## src/rtl/hpel_pkg.sv

```systemverilog
package hpel_pkg;

    localparam int PIX_W  = 8;
    localparam int NTAPS  = 6;
    localparam int SUM_W  = 15;
    localparam int RND_SH = 5;

    localparam int NPAIR  = NTAPS / 2;
    localparam int CNT_W  = $clog2(NTAPS + 1);

    typedef logic [PIX_W-1:0]        pix_t;
    typedef logic signed [SUM_W-1:0] sum_t;
    typedef logic [NTAPS-1:0][PIX_W-1:0] win_t;

    typedef struct packed {
        logic vld;
        sum_t sum;
    } acc_t;

    localparam logic signed [SUM_W:0] RND_ADD = (SUM_W+1)'(1 << (RND_SH - 1));
    localparam logic signed [SUM_W:0] PIX_MAX = (SUM_W+1)'((1 << PIX_W) - 1);

    // Round to nearest (ties up), scale by 2^RND_SH, clamp into pixel range.
    function automatic pix_t round_clip(input sum_t s);
        logic signed [SUM_W:0] r;
        logic signed [SUM_W:0] q;
        r = s;
        r = r + RND_ADD;
        q = r >>> RND_SH;
        if (q[SUM_W])
            return '0;
        else if (q > PIX_MAX)
            return '1;
        else
            return q[PIX_W-1:0];
    endfunction

endpackage

```

## src/rtl/hpel_window.sv

```systemverilog
module hpel_window
    import hpel_pkg::*;
#(
    parameter int W = PIX_W,
    parameter int N = NTAPS
) (
    input  logic                clk,
    input  logic                rst,
    input  logic                shift_i,
    input  logic                flush_i,
    input  logic [W-1:0]        pix_i,
    output logic [N-1:0][W-1:0] taps_o,
    output logic                full_o
);

    localparam int CW = $clog2(N + 1);
    localparam logic [CW-1:0] FILL = CW'(N);

    logic [N-1:0][W-1:0] taps_q;
    logic [CW-1:0]       cnt_q;
    logic [CW-1:0]       cnt_base;
    logic [CW-1:0]       cnt_nx;
    logic                full_q;

    always_comb begin
        cnt_base = flush_i ? '0 : cnt_q;
        cnt_nx   = cnt_base;
        if (shift_i && (cnt_base != FILL))
            cnt_nx = cnt_base + CW'(1);
    end

    always_ff @(posedge clk) begin
        if (rst) begin
            cnt_q  <= '0;
            full_q <= 1'b0;
        end else begin
            cnt_q  <= cnt_nx;
            full_q <= shift_i && (cnt_nx == FILL);
        end
    end

    // Entry 0 holds the newest pixel; entry N-1 the oldest.
    for (genvar k = 0; k < N; k++) begin : g_tap
        if (k == 0) begin : g_head
            always_ff @(posedge clk) begin
                if (rst)
                    taps_q[k] <= '0;
                else if (flush_i)
                    taps_q[k] <= shift_i ? pix_i : '0;
                else if (shift_i)
                    taps_q[k] <= pix_i;
            end
        end else begin : g_body
            always_ff @(posedge clk) begin
                if (rst || flush_i)
                    taps_q[k] <= '0;
                else if (shift_i)
                    taps_q[k] <= taps_q[k-1];
            end
        end
    end

    assign taps_o = taps_q;
    assign full_o = full_q;

endmodule

```

## src/rtl/hpel_kernel.sv

```systemverilog
module hpel_kernel
    import hpel_pkg::*;
(
    input  win_t taps_i,
    output sum_t sum_o
);

    logic [NPAIR-1:0][PIX_W:0] pair;
    sum_t                      term [NPAIR];

    // Symmetric kernel: fold mirrored taps first, then weight each fold.
    for (genvar i = 0; i < NPAIR; i++) begin : g_pair
        sum_t ext;
        assign pair[i] = {1'b0, taps_i[i]} + {1'b0, taps_i[NTAPS-1-i]};
        assign ext     = sum_t'(pair[i]);
        if (i == 0) begin : g_w1
            assign term[i] = ext;
        end else if (i == 1) begin : g_w5
            assign term[i] = -((ext <<< 2) + ext);
        end else if (i == 2) begin : g_w20
            assign term[i] = (ext <<< 4) + (ext <<< 2);
        end else begin : g_w0
            assign term[i] = '0;
        end
    end

    always_comb begin
        sum_o = '0;
        for (int k = 0; k < NPAIR; k++)
            sum_o = sum_o + term[k];
    end

endmodule

```

## src/rtl/hpel_rndclip.sv

```systemverilog
module hpel_rndclip
    import hpel_pkg::*;
(
    input  sum_t sum_i,
    output pix_t pix_o
);

    assign pix_o = round_clip(sum_i);

endmodule

```

## src/rtl/hpel_fir6.sv

```systemverilog
module hpel_fir6
    import hpel_pkg::*;
(
    input  logic             clk,
    input  logic             rst,
    input  logic             line_start_i,
    input  logic             pix_valid_i,
    input  logic [PIX_W-1:0] pix_i,
    output logic             smp_valid_o,
    output logic [PIX_W-1:0] smp_o
);

    win_t taps;
    logic win_full;
    sum_t raw_sum;
    acc_t acc_q;

    hpel_window #(.W(PIX_W), .N(NTAPS)) u_win (
        .clk     (clk),
        .rst     (rst),
        .shift_i (pix_valid_i),
        .flush_i (line_start_i),
        .pix_i   (pix_i),
        .taps_o  (taps),
        .full_o  (win_full)
    );

    hpel_kernel u_mac (
        .taps_i (taps),
        .sum_o  (raw_sum)
    );

    always_ff @(posedge clk) begin
        if (rst) begin
            acc_q <= '0;
        end else if (win_full) begin
            acc_q.vld <= 1'b1;
            acc_q.sum <= raw_sum;
        end else begin
            acc_q.vld <= 1'b0;
        end
    end

    hpel_rndclip u_rc (
        .sum_i (acc_q.sum),
        .pix_o (smp_o)
    );

    assign smp_valid_o = acc_q.vld;

endmodule

```

## config.mk

```make
export PLATFORM = sky130hd
export DESIGN_NAME = hpel_fir6
export DESIGN_NICKNAME = d
export VERILOG_FILES = /design/src/rtl/hpel_pkg.sv /design/src/rtl/hpel_window.sv /design/src/rtl/hpel_kernel.sv /design/src/rtl/hpel_rndclip.sv /design/src/rtl/hpel_fir6.sv
export SDC_FILE = /design/constraint.sdc
export NUM_CORES = 1
export LEC_CHECK = 0
export ABC_CLOCK_PERIOD_IN_PS = 4500
export BUFFER_PORTS_ARGS = -buffer_cell sky130_fd_sc_hd__buf_2
export CAP_MARGIN = 40
export CORE_MARGIN = 1
export CORE_UTILIZATION = 57
export CTS_CLUSTER_SIZE = 10
export DETAILED_ROUTE_END_ITERATION = 7
export PLACE_DENSITY = 0.77
export SYNTH_ARGS = -nofsm -noshare
export SYNTH_HDL_FRONTEND = slang
export SYNTH_SLANG_ARGS = --single-unit
```

## constraint.sdc

```tcl
create_clock -name clk -period 4.5 [get_ports clk]
set_input_delay 0.225 -clock clk [delete_from_list [all_inputs] [get_ports clk]]
set_output_delay 0.225 -clock clk [all_outputs]
set_load 0.005 [all_outputs]
```

==> flow_summary.yaml <==
power:
  ir_drop_mv: 0.253
  p_leak_nw: 2.81
  powerDensity_nw_per_um2: 222
route:
  antenna_left: 0
  first_pass_iters: 4
  drt-total-wl_um: 12400
  wl_per_cell_um: 16.6
  viasPerCell: 5.93
  drt-initial-drc-count: 141
  drc: 0
  vias: 4426
setup_path:
  cp-start-kind: "flip-flop"
  crit_chain: "inv_1, fa_2, inv_2, a21o_1, a21oi_2, xnor2_2, ha_1, nor2b_4, nor2_4, a31oi_2, o211ai_1, o22ai_2, xnor2_2, fa_1, inv_2, ha_4, a21o_1, a21o_1, a311o_1, a31oi_1, xor2_1, a211oi_1"
  cp_num_buf_inv: 3
  r2r_cells: 22
  reg2reg_to: "acc_q[14]"
  critPathSlowestCell: "fa_1"
  endpoint_kind: "flip-flop"
  worstReg2RegStart: "u_win.taps_o[9]"
  worstPathMaxFanout: 3
  setup.worst_path.class: "flip-flop to flip-flop"
  ff2ff_setup_slack_ns: -0.19
  critPathRequiredTime_ns: 4.72
  cp_common_cell: "a21o_1"
  max_stage_delay_ns: 0.53
  cp.arrival_ns: 4.91
  crit_family: "compound AO/OA/AOI/OAI gates"
logic_synthesis:
  ys.flop_type: "dfxtp_1"
  syn_area_per_cell_um2: 8.71
  yosysUniqueCellTypes: 64
  synth-seq-cells: 64
  netlist_area_um2: 5020
  yosysSeqAreaShare_pct: 25.5
  yosys_warnings: 0
  synthCells: 576
  synth_top_area_share_pct: 25.5
  synth_top_cell_by_area: "dfxtp_1"
  synthArstFlopShare_pct: 0
  synth_edf_count: 0
  synth_area_leaders: "dfxtp_1, ha_1, mux2i_1, nor2_1, fa_1"
  syn_nets: 655
placed_design:
  gp_congestion: 0.887
  io_buffers: 20
  preCtsSetupSlack_ns: -0.271
  hpwl_um: 8740
sta:
  post-route-period-util_pct: 104
  fin_ws_ns: -0.190
  clock_skew_ns: 0.00653
  worst_slew_pin_slew_ns: 0.825
  slew_headroom_pct: 45.0
  fmax_mhz: 213
  hold_viol: 0
  period_minus_slack_ns: 4.69
  slew_violations: 0
  finalSetupViolations: 4
  rsz0062_at_grt: "true"
global_routing:
  grt_max_degree: 60
  grt_pass1_vias: 4227
  use_met1_pct: 34.2
  track_usage_pct: 27.7
  grt_pass1_wl_um: 19500
  grt_busiest_layer: "met2"
  grt_overflow_total: 0
  grt.met3_usage_pct: 3.79
  antenna_found_initial: 0
  grtUsageMet2_pct: 49.0
hold_path:
  min_to: "u_win.taps_o[3]"
  hold_path.class: "input port to flip-flop"
  hold_depth: 3
  hold_start: "pix_i[3]"
cts:
  clkSinkCount: 64
  clock_latency_ns: 0.35
  clockBufferDepth: 2
  clockRootBuffer: "clkbuf_8"
  cts_tree: "done"
  cts.clk_slew.worst_paths_ns: 0.08
  cts_buffers: 9
  ctsHoldBuffers: 0
  htreeDepth: 3
final_layout:
  insertedDiodeCount: 0
  final_nets: 716
  post-route-util_pct: 72.0
  drive_gt1_share_pct: 24.3
  areaGrowthSynthToFinish_pct: 20.2
die:
  die_width_um: 95.8
  core_area_um2: 8380
  die_h_um: 95.8
  fp-row-count: 33
  die_area_um2: 9180
  initial_core_util_pct: 59.9
  io_pins: 21
run:
  maxCapViolations: 0
status:
  violations: "setup timing"
  status: "complete, but fails checks"
[worst max-delay path by stage]
stage                     start   endpoint  cells after the start
2_1_floorplan  u_win.taps_o[32]  acc_q[14]                     21
3_3_place_gp   u_win.taps_o[32]  acc_q[14]                     21
3_5_place_dp    u_win.taps_o[8]  acc_q[14]                     23
4_1_cts         u_win.taps_o[8]  acc_q[14]                     23
5_1_grt         u_win.taps_o[9]  acc_q[14]                     22
6_report        u_win.taps_o[9]  acc_q[14]                     22
[timing repair]
action	4_1_cts	5_1_grt
pin swaps	23	15
resized for setup	19	28
cloned	0	0
setup endpoints to repair	6	8
setup buffers	5	3
[synth_stat cells (2+ instances only)]
cell type and number:
nand2b_1 6, o211ai_1 3, ha_1 55, nand3_1 11
inv_1 38, xor2_1 15, mux2i_1 46, a311oi_1 3
dfxtp_1 64, clkbuf_1 15, or2_2 6, nor4_1 2
or4_1 2, o21ai_1 2, nor3_1 6, a21oi_1 44
nor3b_1 8, o21bai_1 7, nor2b_1 6, o21a_1 5
buf_1 6, and3_1 4, or3_1 2, nor2_1 79
nand2_1 16, a211oi_1 6, o21ai_0 19, o31ai_1 2
o31a_1 3, a21o_1 16, xnor2_1 26, fa_1 12
and4_1 2, a31oi_1 8, a22o_1 2
[worst min-delay path: stages]
cell and delay [ns]:
buf_2 0.08, a21oi_1 0.05, nor2_1 0.07
[power breakdown]
part	internal (mW)	switching, mW
clock network	0.312	0.236
logic	0.101	0.115
registers	0.572	0.00498
[layer usage]
layer | vias to the layer above | part of all wire, %
met5 | - | 0
met3 | 23 | 3.8
met4 | 0 | 2.0
met2 | 104 | 49
li1 | 2164 | -
met1 | 2135 | 45
[state kept, by name, indices dropped and copies added (netlist names)]
| register | cells |
|---|---|
| smp_valid_o | 1 |
| acc_q | 11 |
| u_win.full_o | 1 |
| u_win.cnt_q | 3 |
| u_win.taps_o | 48 |
[metrics by stage]
stage	instances	power [mW]	cell area [um2]	setup TNS, ns	hold slack [ns]
floorplan	576	0.718	5050	0	0.305
global placement	723	0.763	5530	-0.0718	0.454
detailed placement	723	0.771	5530	-1.06	0.465
CTS	744	1.33	5880	-0.0629	0.0976
global route	747	1.39	6030	-1.44	0.105
finish	747	1.34	6030	-0.359	0.106
[placed cells by master (no fill, tap or decap), types with 15 or more instances in the layout]
cell	count
nor2_1	77
buf_2	20
inv_1	34
nand2_1	16
a21oi_1	39
dfxtp_1	60
a21o_1	16
xnor2_1	22
xor2_1	15
ha_1	47
mux2i_1	46
buf_4	52
[kinds of logic (layout without fill, tap and decap cells)]
kind of cell | after synthesis | count (layout) | synth area share [%]
xor gates and xnor gates | 42 | 42 | 7.60
and+or+nand+nor | 155 | 155 | 14.7
muxes | 46 | 46 | 9.17
adders and majority gates | 68 | 68 | 18.7
buffers and inverters | 60 | 126 | 4.56
AOI/OAI and AO/OA | 141 | 141 | 19.7
DFF | 64 | 64 | 25.5
[cell type report]
cell class              count  area [um2]
multi-input cells         452        3760
clock inverters             7        95.1
inverters                  38         143
flip-flops and latches     64        1290
clock buffers               9         124
well taps                 105         131
repair buffers             72         490
fillers                   604        2350
Note: power is estimated with default switching activity, not from simulation.
